==> src/rtl/uart_txq_pkg.sv <==
package uart_txq_pkg;

    typedef enum logic [2:0] {
        ADR_DATA  = 3'd0,
        ADR_STAT  = 3'd1,
        ADR_CTRL  = 3'd2,
        ADR_LEVEL = 3'd3,
        ADR_PORT  = 3'd4
    } reg_adr_e;

    typedef struct packed {
        logic       tx_en;
        logic [1:0] trig_sel;
        logic       pin_lvl;
        logic       pin_sel;
    } ctl_t;

    function automatic logic [7:0] trig_level(input logic [1:0] sel);
        return 8'd1 << sel;
    endfunction

endpackage

==> src/rtl/uart_txq_fifo.sv <==
module uart_txq_fifo #(
    parameter int DEPTH = 16,
    parameter int W     = 8,
    localparam int AW   = $clog2(DEPTH),
    localparam int CW   = $clog2(DEPTH + 1)
) (
    input  logic          clk,
    input  logic          rst_n,
    input  logic          push,
    input  logic [W-1:0]  wdata,
    input  logic          pop,
    output logic [W-1:0]  rdata,
    output logic [CW-1:0] count,
    output logic          empty,
    output logic          full
);
    typedef struct packed {
        logic [AW-1:0] rp;
        logic [AW-1:0] wp;
        logic [CW-1:0] cnt;
    } st_t;

    st_t st_d, st_q;
    logic [W-1:0] mem [DEPTH];
    logic do_push, do_pop;

    assign empty = (st_q.cnt == '0);
    assign full  = (st_q.cnt == CW'(DEPTH));
    assign count = st_q.cnt;
    assign rdata = mem[st_q.rp];

    always_comb begin
        st_d    = st_q;
        do_push = push && !full;
        do_pop  = pop && !empty;
        if (do_push) st_d.wp = (st_q.wp == AW'(DEPTH - 1)) ? '0 : st_q.wp + 1'b1;
        if (do_pop)  st_d.rp = (st_q.rp == AW'(DEPTH - 1)) ? '0 : st_q.rp + 1'b1;
        if (do_push && !do_pop)      st_d.cnt = st_q.cnt + 1'b1;
        else if (do_pop && !do_push) st_d.cnt = st_q.cnt - 1'b1;
    end

    always_ff @(posedge clk or negedge rst_n) begin
        if (!rst_n) st_q <= '0;
        else        st_q <= st_d;
    end

    always_ff @(posedge clk) begin
        if (do_push) mem[st_q.wp] <= wdata;
    end
endmodule

==> src/rtl/uart_txq_shifter.sv <==
module uart_txq_shifter #(
    parameter int TICKS_PER_BIT = 16,
    parameter int W             = 8,
    localparam int FRAME        = W + 2,
    localparam int TW           = (TICKS_PER_BIT > 1) ? $clog2(TICKS_PER_BIT) : 1,
    localparam int BW           = $clog2(FRAME)
) (
    input  logic         clk,
    input  logic         rst_n,
    input  logic         tick,
    input  logic         start,
    input  logic [W-1:0] data,
    output logic         busy,
    output logic         line
);
    typedef struct packed {
        logic             busy;
        logic [FRAME-1:0] sh;
        logic [TW-1:0]    tcnt;
        logic [BW-1:0]    bcnt;
    } st_t;

    st_t st_d, st_q;

    assign busy = st_q.busy;
    assign line = st_q.busy ? st_q.sh[0] : 1'b1;

    always_comb begin
        st_d = st_q;
        if (!st_q.busy) begin
            if (start) begin
                st_d.busy = 1'b1;
                st_d.sh   = {1'b1, data, 1'b0};
                st_d.tcnt = '0;
                st_d.bcnt = '0;
            end
        end else if (tick) begin
            if (st_q.tcnt == TW'(TICKS_PER_BIT - 1)) begin
                st_d.tcnt = '0;
                if (st_q.bcnt == BW'(FRAME - 1)) begin
                    st_d.busy = 1'b0;
                end else begin
                    st_d.sh   = {1'b1, st_q.sh[FRAME-1:1]};
                    st_d.bcnt = st_q.bcnt + 1'b1;
                end
            end else begin
                st_d.tcnt = st_q.tcnt + 1'b1;
            end
        end
    end

    always_ff @(posedge clk or negedge rst_n) begin
        if (!rst_n) st_q <= '0;
        else        st_q <= st_d;
    end
endmodule

==> src/rtl/uart_txq_flags.sv <==
module uart_txq_flags #(
    parameter int CW = 5
) (
    input  logic          clk,
    input  logic          rst_n,
    input  logic [CW-1:0] count,
    input  logic [1:0]    trig_sel,
    input  logic          q_empty,
    input  logic          tx_busy,
    input  logic          stat_rd,
    input  logic          stat_wr,
    input  logic [1:0]    wbits,
    output logic          low_o,
    output logic          idle_o,
    output logic [1:0]    arm_o
);
    import uart_txq_pkg::*;

    typedef struct packed {
        logic       low;
        logic       idle;
        logic [1:0] arm;
    } st_t;

    st_t  st_d, st_q;
    logic low_set, idle_set;

    assign low_set  = (8'(count) <= trig_level(trig_sel));
    assign idle_set = q_empty && !tx_busy;
    assign low_o    = st_q.low;
    assign idle_o   = st_q.idle;
    assign arm_o    = st_q.arm;

    always_comb begin
        st_d = st_q;
        if (stat_rd) st_d.arm = st_q.arm | {st_q.low, st_q.idle};
        if (stat_wr) begin
            if (st_q.arm[1] && !wbits[1]) st_d.low  = 1'b0;
            if (st_q.arm[0] && !wbits[0]) st_d.idle = 1'b0;
            st_d.arm = '0;
        end
        if (low_set)  st_d.low  = 1'b1;
        if (idle_set) st_d.idle = 1'b1;
    end

    always_ff @(posedge clk or negedge rst_n) begin
        if (!rst_n) st_q <= '{low: 1'b1, idle: 1'b1, arm: 2'b00};
        else        st_q <= st_d;
    end
endmodule

==> src/rtl/uart_txq.sv <==
module uart_txq #(
    parameter int DEPTH         = 16,
    parameter int TICKS_PER_BIT = 16,
    localparam int CW           = $clog2(DEPTH + 1)
) (
    input  logic        clk,
    input  logic        rst_n,
    input  logic        baud_tick,
    input  logic        reg_wr,
    input  logic        reg_rd,
    input  logic [2:0]  reg_addr,
    input  logic [15:0] reg_wdata,
    output logic [15:0] reg_rdata,
    output logic        tx_o
);
    import uart_txq_pkg::*;

    ctl_t ctl_d, ctl_q;

    logic          q_push, q_pop, q_empty, q_full;
    logic [7:0]    q_head;
    logic [CW-1:0] q_count;
    logic          sh_busy, sh_line, start;
    logic          stat_rd, stat_wr;
    logic          flag_low, flag_idle;
    logic [1:0]    flag_arm;
    logic          override;

    assign q_push   = reg_wr && (reg_addr == ADR_DATA);
    assign stat_rd  = reg_rd && (reg_addr == ADR_STAT);
    assign stat_wr  = reg_wr && (reg_addr == ADR_STAT);
    assign start    = ctl_q.tx_en && !sh_busy && !q_empty;
    assign q_pop    = start;
    assign override = ctl_q.pin_sel && !ctl_q.tx_en;
    assign tx_o     = override ? ctl_q.pin_lvl : sh_line;

    uart_txq_fifo #(.DEPTH(DEPTH), .W(8)) u_fifo (
        .clk   (clk),
        .rst_n (rst_n),
        .push  (q_push),
        .wdata (reg_wdata[7:0]),
        .pop   (q_pop),
        .rdata (q_head),
        .count (q_count),
        .empty (q_empty),
        .full  (q_full)
    );

    uart_txq_shifter #(.TICKS_PER_BIT(TICKS_PER_BIT), .W(8)) u_shift (
        .clk   (clk),
        .rst_n (rst_n),
        .tick  (baud_tick),
        .start (start),
        .data  (q_head),
        .busy  (sh_busy),
        .line  (sh_line)
    );

    uart_txq_flags #(.CW(CW)) u_flags (
        .clk      (clk),
        .rst_n    (rst_n),
        .count    (q_count),
        .trig_sel (ctl_q.trig_sel),
        .q_empty  (q_empty),
        .tx_busy  (sh_busy),
        .stat_rd  (stat_rd),
        .stat_wr  (stat_wr),
        .wbits    (reg_wdata[1:0]),
        .low_o    (flag_low),
        .idle_o   (flag_idle),
        .arm_o    (flag_arm)
    );

    always_comb begin
        ctl_d = ctl_q;
        if (reg_wr && reg_addr == ADR_CTRL) begin
            ctl_d.tx_en    = reg_wdata[0];
            ctl_d.trig_sel = reg_wdata[2:1];
        end
        if (reg_wr && reg_addr == ADR_PORT) begin
            ctl_d.pin_lvl = reg_wdata[0];
            ctl_d.pin_sel = reg_wdata[1];
        end
    end

    always_ff @(posedge clk or negedge rst_n) begin
        if (!rst_n) ctl_q <= '0;
        else        ctl_q <= ctl_d;
    end

    always_comb begin
        reg_rdata = '0;
        case (reg_addr)
            ADR_STAT:  reg_rdata = {14'd0, flag_low, flag_idle};
            ADR_CTRL:  reg_rdata = {13'd0, ctl_q.trig_sel, ctl_q.tx_en};
            ADR_LEVEL: reg_rdata = {8'(q_count), 8'd0};
            ADR_PORT:  reg_rdata = {14'd0, ctl_q.pin_sel, ctl_q.pin_lvl};
            default:   reg_rdata = '0;
        endcase
    end
endmodule

==> config.mk <==
export PLATFORM = sky130hd
export DESIGN_NAME = uart_txq
export DESIGN_NICKNAME = d
export VERILOG_FILES = /design/src/rtl/uart_txq_pkg.sv /design/src/rtl/uart_txq_fifo.sv /design/src/rtl/uart_txq_shifter.sv /design/src/rtl/uart_txq_flags.sv /design/src/rtl/uart_txq.sv
export SDC_FILE = /design/constraint.sdc
export NUM_CORES = 1
export LEC_CHECK = 0
export BUFFER_PORTS_ARGS = -buffer_cell sky130_fd_sc_hd__buf_2
export CAP_MARGIN = 10
export CORE_MARGIN = 2
export CORE_UTILIZATION = 54
export CTS_BUF_LIST = sky130_fd_sc_hd__clkbuf_8 sky130_fd_sc_hd__clkbuf_16
export DETAILED_ROUTE_END_ITERATION = 8
export PLACE_DENSITY = 0.72
export SLEW_MARGIN = 20
export SYNTH_ARGS = -nofsm -noshare
export SYNTH_HDL_FRONTEND = slang
export SYNTH_SLANG_ARGS = --single-unit
==> constraint.sdc <==
create_clock -name clk -period 3.07 [get_ports clk]
set_input_delay 0.1535 -clock clk [delete_from_list [all_inputs] [get_ports clk]]
set_output_delay 0.1535 -clock clk [all_outputs]
set_load 0.1 [all_outputs]
# Word level (Yosys, flattened, before mapping)
# Memories as Yosys holds them, arrays and structs flattened.
# Index checks and enable logic that the tools add are counted.
# W data, S select, Z words.
# word_totals
register_bits,41
mem_bits_rw,128
memories,1
# op_classes
addsub,6
order_cmp,1
eq_ne,12
shift,1
muxes,24
n_bitwise,1
n_reduce_logical,36
# mem_list
name,depth,width,rd,rd_ports_with_merged_regs,wr,line_no,source
u_fifo.mem,16,8,1,0,1,uart_txq_fifo.sv:24,logic [W-1:0] mem [DEPTH];
# op_table
cell,count
$mux W19,3
$pmux W13 S4,1
$mux W4,6
$add A4 B1 Y4 const B,4
$eq A4 B4 Y1 const B,4
$logic_and A1 B1 Y1,15
$reduce_bool A2 Y1,7
$mux W11,1
$mux W10,1
$mux W5,2
$mux W1,9
$le A5 B8 Y1,1
$logic_not A1 Y1,8
$shl A1 B2 Y8 const A,1
$eq A3 B2 Y1 const B,2
$ne A2 B2 Y1 const B,3
$reduce_and A2 Y1,3
$add A5 B1 Y5 const B,1
$eq A5 B5 Y1 const B,1
$logic_not A5 Y1,1
$sub A5 B1 Y5 const B,1
$reduce_and A4 Y1,1
$eq A3 B1 Y1 const B,1
$eq A3 B3 Y1 const B,1
other kinds (3),3

# Logic depth before layout (Yosys ltp)
# logic_depth
word_depth,7
ltp_mapped,12

# Modules after synthesis
# A second synthesis with hierarchy kept.
# hier_totals
hier_cells,490
area_unflattened_um2,7703.6
# modules_own_cells
module,n_inst,cells_each,area_per_inst_um2,seq_area_each_um2
uart_txq_fifo,1,332,5957.0,4169.0
uart_txq_shifter,1,86,980.9,475.5
uart_txq,1,44,503.0,125.1
uart_txq_flags,1,28,262.8,102.6

# Worst setup path after synthesis
# OpenSTA, ideal clock, no wires.
# synth_timing
path_type,flip-flop to output port
startpoint,reg ctl_q[3] (netlist name)
endpoint,out reg_rdata[2]
arrival_ps,3328
required_ps,2917
path_slack_ps,-412
stages_incl_launch_ff,2
path_cell_list,dfrtp_1 > nor4bb_1
# synth_between
elab_chain_len,1
# synth_lines
element,line_no,source
"start, declared",uart_txq.sv:18,"ctl_t ctl_d, ctl_q;"
"start signal, assigned",uart_txq.sv:88,else ctl_q <= ctl_d;
$pmux W13 S4,uart_txq.sv:93,case (reg_addr)
"end, declared",uart_txq.sv:13,"output logic [15:0] reg_rdata,"
# No other way between the ends.

# Worst setup path after layout
# layout_timing
startpoint,"reg u_fifo.st_q, in the netlist u_fifo.count[1]"
endpoint,"reg u_fifo.st_q, in the netlist u_fifo.count[4]"
# layout_between
elab_chain_len,7
word_cells_on_any_way,16
classes_between,add/sub: 2; eq/ne: 1; mux: 2; reduce/logical: 11
# layout_lines
element,line_no,source
"start, declared",uart_txq_fifo.sv:23,"st_t st_d, st_q;"
"start signal, assigned",uart_txq_fifo.sv:44,else st_q <= st_d;
branches (longest 7 deep; another with $sub A5 B1 Y5),-,
# Parallel ways; which one is timed is not known. The select of a mux whose other input is x is not followed.
# A chain may end at the register's enable or synchronous reset.

==> impl_metrics.py <==
metrics = {
    "clocking": {
        "cts_sinks": 169,
        "cts_tree": "built",
        "post-cts-setup-buffers": 0,
        "cts_root_buffer": "clkbuf_16",
        "cts.path.max_buffers": 2,
        "clk_pin_slew_ns": 0.07,
        "h-tree-depth": 4,
        "clk_latency_ns": 0.42,
        "numCtsBuffers": 17,
    },
    "flow_run": {
        "maxCapViolCount": 0,
    },
    "critical_path": {
        "crit_fanout": 6,
        "crit_type": "flop to flop",
        "cp-start-kind": "flop",
        "required_ns": 3.42,
        "r2r_cells": 10,
        "cp-end-kind": "flop",
        "worstPathArrival_ns": 2.91,
    },
    "final_layout": {
        "antenna_cells": 0,
        "syn_to_final_growth_pct": 10.64,
        "finish.utilization_pct": 61.52,
        "seqCellArea_mm2": 0.004873,
        "multi_input_area_mm2": 0.002346,
        "layout_common_cells": "edfxtp_1 (128), dfrtp_1 (38), nand2_1 (33)",
        "fillCellCount": 964,
        "drive_gt1_share_pct": 18.80,
        "finalNetCount": 529,
        "final_common_cell": "edfxtp_1",
    },
    "routing": {
        "drt-total-wl_um": 13710,
        "firstDrtPassIters": 5,
        "drc": 0,
        "drt_iter0_markers": 291,
        "vias": 3993,
        "ant_nets": 0,
        "wire_per_inst_um": 20.28,
        "viasPerCell": 5.907,
    },
    "sta": {
        "fmax_mhz": 390.1,
        "setup_viol": 0,
        "slew_violations": 0,
        "timing.final.crit_share_pct": 83.50,
        "finClkSkew_ns": 0.01038,
        "worst_slew_pin_slew_ns": 1.120,
        "hold_viol_final": 0,
        "period_minus_slack_ns": 2.563,
        "max-slew-margin-rel_pct": 25.35,
        "rsz0062_at_grt": "no",
        "setup_tns_ns": 0,
    },
    "synthesis": {
        "yosys-top-cells-area": "edfxtp_1 (52%), dfrtp_1 (13%), mux4_2 (6.4%), mux4_1 (3.9%), ha_1 (2.9%)",
        "netlist_instances": 455,
        "synthesis.area_mm2": 0.007422,
        "ys.flop_type": "edfxtp_1",
        "synth_top_area_share_pct": 51.79,
        "synth_seq_area_share_pct": 65.64,
        "async_flop_share_pct": 24.26,
        "synth.avg_cell_area_um2": 16.31,
        "synth_edf_count": 128,
        "synth.distinct_cells": 56,
        "ys_seq_elements": 169,
        "synth_top_area_cell": "edfxtp_1",
        "yosysWarnings": 0,
    },
    "run_status": {
        "status": "finished clean",
    },
    "die": {
        "die_y_um": 121.2,
        "fp.dieW_um": 121.2,
        "row_count": 42,
        "dieArea_mm2": 0.01470,
        "boundaryPins": 41,
        "start_util_pct": 55.61,
        "core_mm2": 0.01335,
    },
    "place": {
        "hpwl_um": 8678,
        "gp_congestion": 0.7958,
        "io_buffers": 24,
    },
    "global_routing": {
        "antenna_found_initial": 0,
        "grt_pass1_wl_um": 21710,
        "grt_max_degree": 42,
        "grt_use_total_pct": 20.33,
        "grt_overflow": 0,
        "grt_pass1_vias": 3986,
    },
    "worst_hold_path": {
        "min_path_type": "input pin to flop",
        "holdPathStages": 3,
    },
    "power": {
        "vdd_drop_max_v": 0.0004772,
        "p_leak_uw": 0.002886,
        "powerDensity_mw_per_mm2": 663.3,
    },
}
==> flip-flops by register name, indices dropped and copies added, names as in the netlist <==
name / flops
u_flags.idle_o: 1
u_fifo.count: 5
u_shift.busy: 1
ctl_q: 5
u_flags.arm_o: 2
u_fifo.mem: 128
u_fifo.st_q: 8
u_shift.st_q: 18
u_flags.low_o: 1
==> per-stage QoR <==
stage / cells / total power (µW) / worst slack (ns) / instance area, µm² / hold slack [ns]
global placement: 643 / 3465 / 0.5462 / 7651 / 0.3435
CTS: 676 / 5481 / 0.5043 / 8212 / 0.007498
finish: 676 / 5446 / 0.5066 / 8212 / 0.02838
detailed placement: 643 / 3513 / 0.5170 / 7651 / 0.3568
floorplan: 462 / 3307 / 0.2139 / 7455 / -0.1421
global route: 676 / 5683 / 0.2888 / 8212 / 0.02304
==> Yosys cell counts, types with 9 or more instances <==
| library cell | count |
|---|---|
| edfxtp_1 | 128 |
| mux4_1 | 11 |
| dfrtp_1 | 39 |
| inv_1 | 11 |
| ha_1 | 17 |
| o21ai_0 | 19 |
| nand2_1 | 33 |
| a21oi_1 | 10 |
| o22ai_1 | 9 |
| nor2_1 | 13 |
| and2_1 | 22 |
| mux4_2 | 21 |
| buf_4 | 9 |
| mux2i_1 | 17 |
==> power by group <==
group	switching [µW]	internal, µW	leakage [µW]	total, µW
combinational	445	260	0.000958	704
clock	862	1110	0.000257	1970
sequential	170	2600	0.00167	2770
total	1480	3970	0.00289	5450
==> final timing paths <==
| kind | startpoint | to | slack (ns) |
|---|---|---|---|
| worst max-delay path | u_fifo.count[1] | u_fifo.count[4] | 0.51 |
| worst min-delay path | baud_tick | u_shift.st_q[6] | 0.03 |
| worst max register to register | u_fifo.count[1] | u_fifo.count[4] | 0.51 |
| worst min register to register | u_shift.st_q[8] | u_shift.st_q[8] | 0.48 |
| max in group asynchronous | rst_n | u_fifo.st_q[11] | 2.00 |
| min in group asynchronous | rst_n | u_flags.arm_o[1] | 0.42 |
==> cell type report <==
class / count / share of cell area (%)
repair buffers: 30 / 2.194
multi-input cells: 258 / 28.57
clock inverters: 15 / 1.524
inverters: 11 / 0.5028
flip-flops and latches: 169 / 59.35
clock buffers: 17 / 5.181
well taps: 176 / 2.682
==> cell families after synthesis <==
logic type	Yosys count	synth area share (%)
XOR/XNOR	8	0.9441
buffers and inverters	35	3.186
AND/OR/NAND/NOR	106	7.771
flip-flops	169	65.64
multiplexers	55	13.47
AO/OA/AOI/OAI	63	5.799
other	1	0.05052
adder cells (fa/ha/maj)	18	3.135
==> critical path, stage by stage, from the launching register on <==
cell and delay, ns:
dfrtp_1 0.47, nor4_4 0.43, a21oi_2 0.11, inv_1 0.11, ha_1 0.21, inv_1 0.12
ha_1 0.31, a21o_1 0.18, a21oi_1 0.17, mux2i_1 0.23, xnor2_1 0.14
==> repair_timing <==
item / CTS / global route
endpoints found under the hold margin: 39 / 0
gates resized for setup: 0 / 0
hold buffers: 1 / 0
==> metal layers <==
layer / part of all wire (%) / routed length [µm] / up-vias / global-route usage, %
li1: - / - / 1822 / -
met4: 1.6 / 218 / 0 / 6.825
met2: 49 / 6733 / 108 / 31.11
met5: 0 / 0 / - / 0
met1: 44 / 6005 / 2047 / 28.75
met3: 5.5 / 752 / 16 / 5.357
Note: power is estimated with default switching activity, not from simulation.
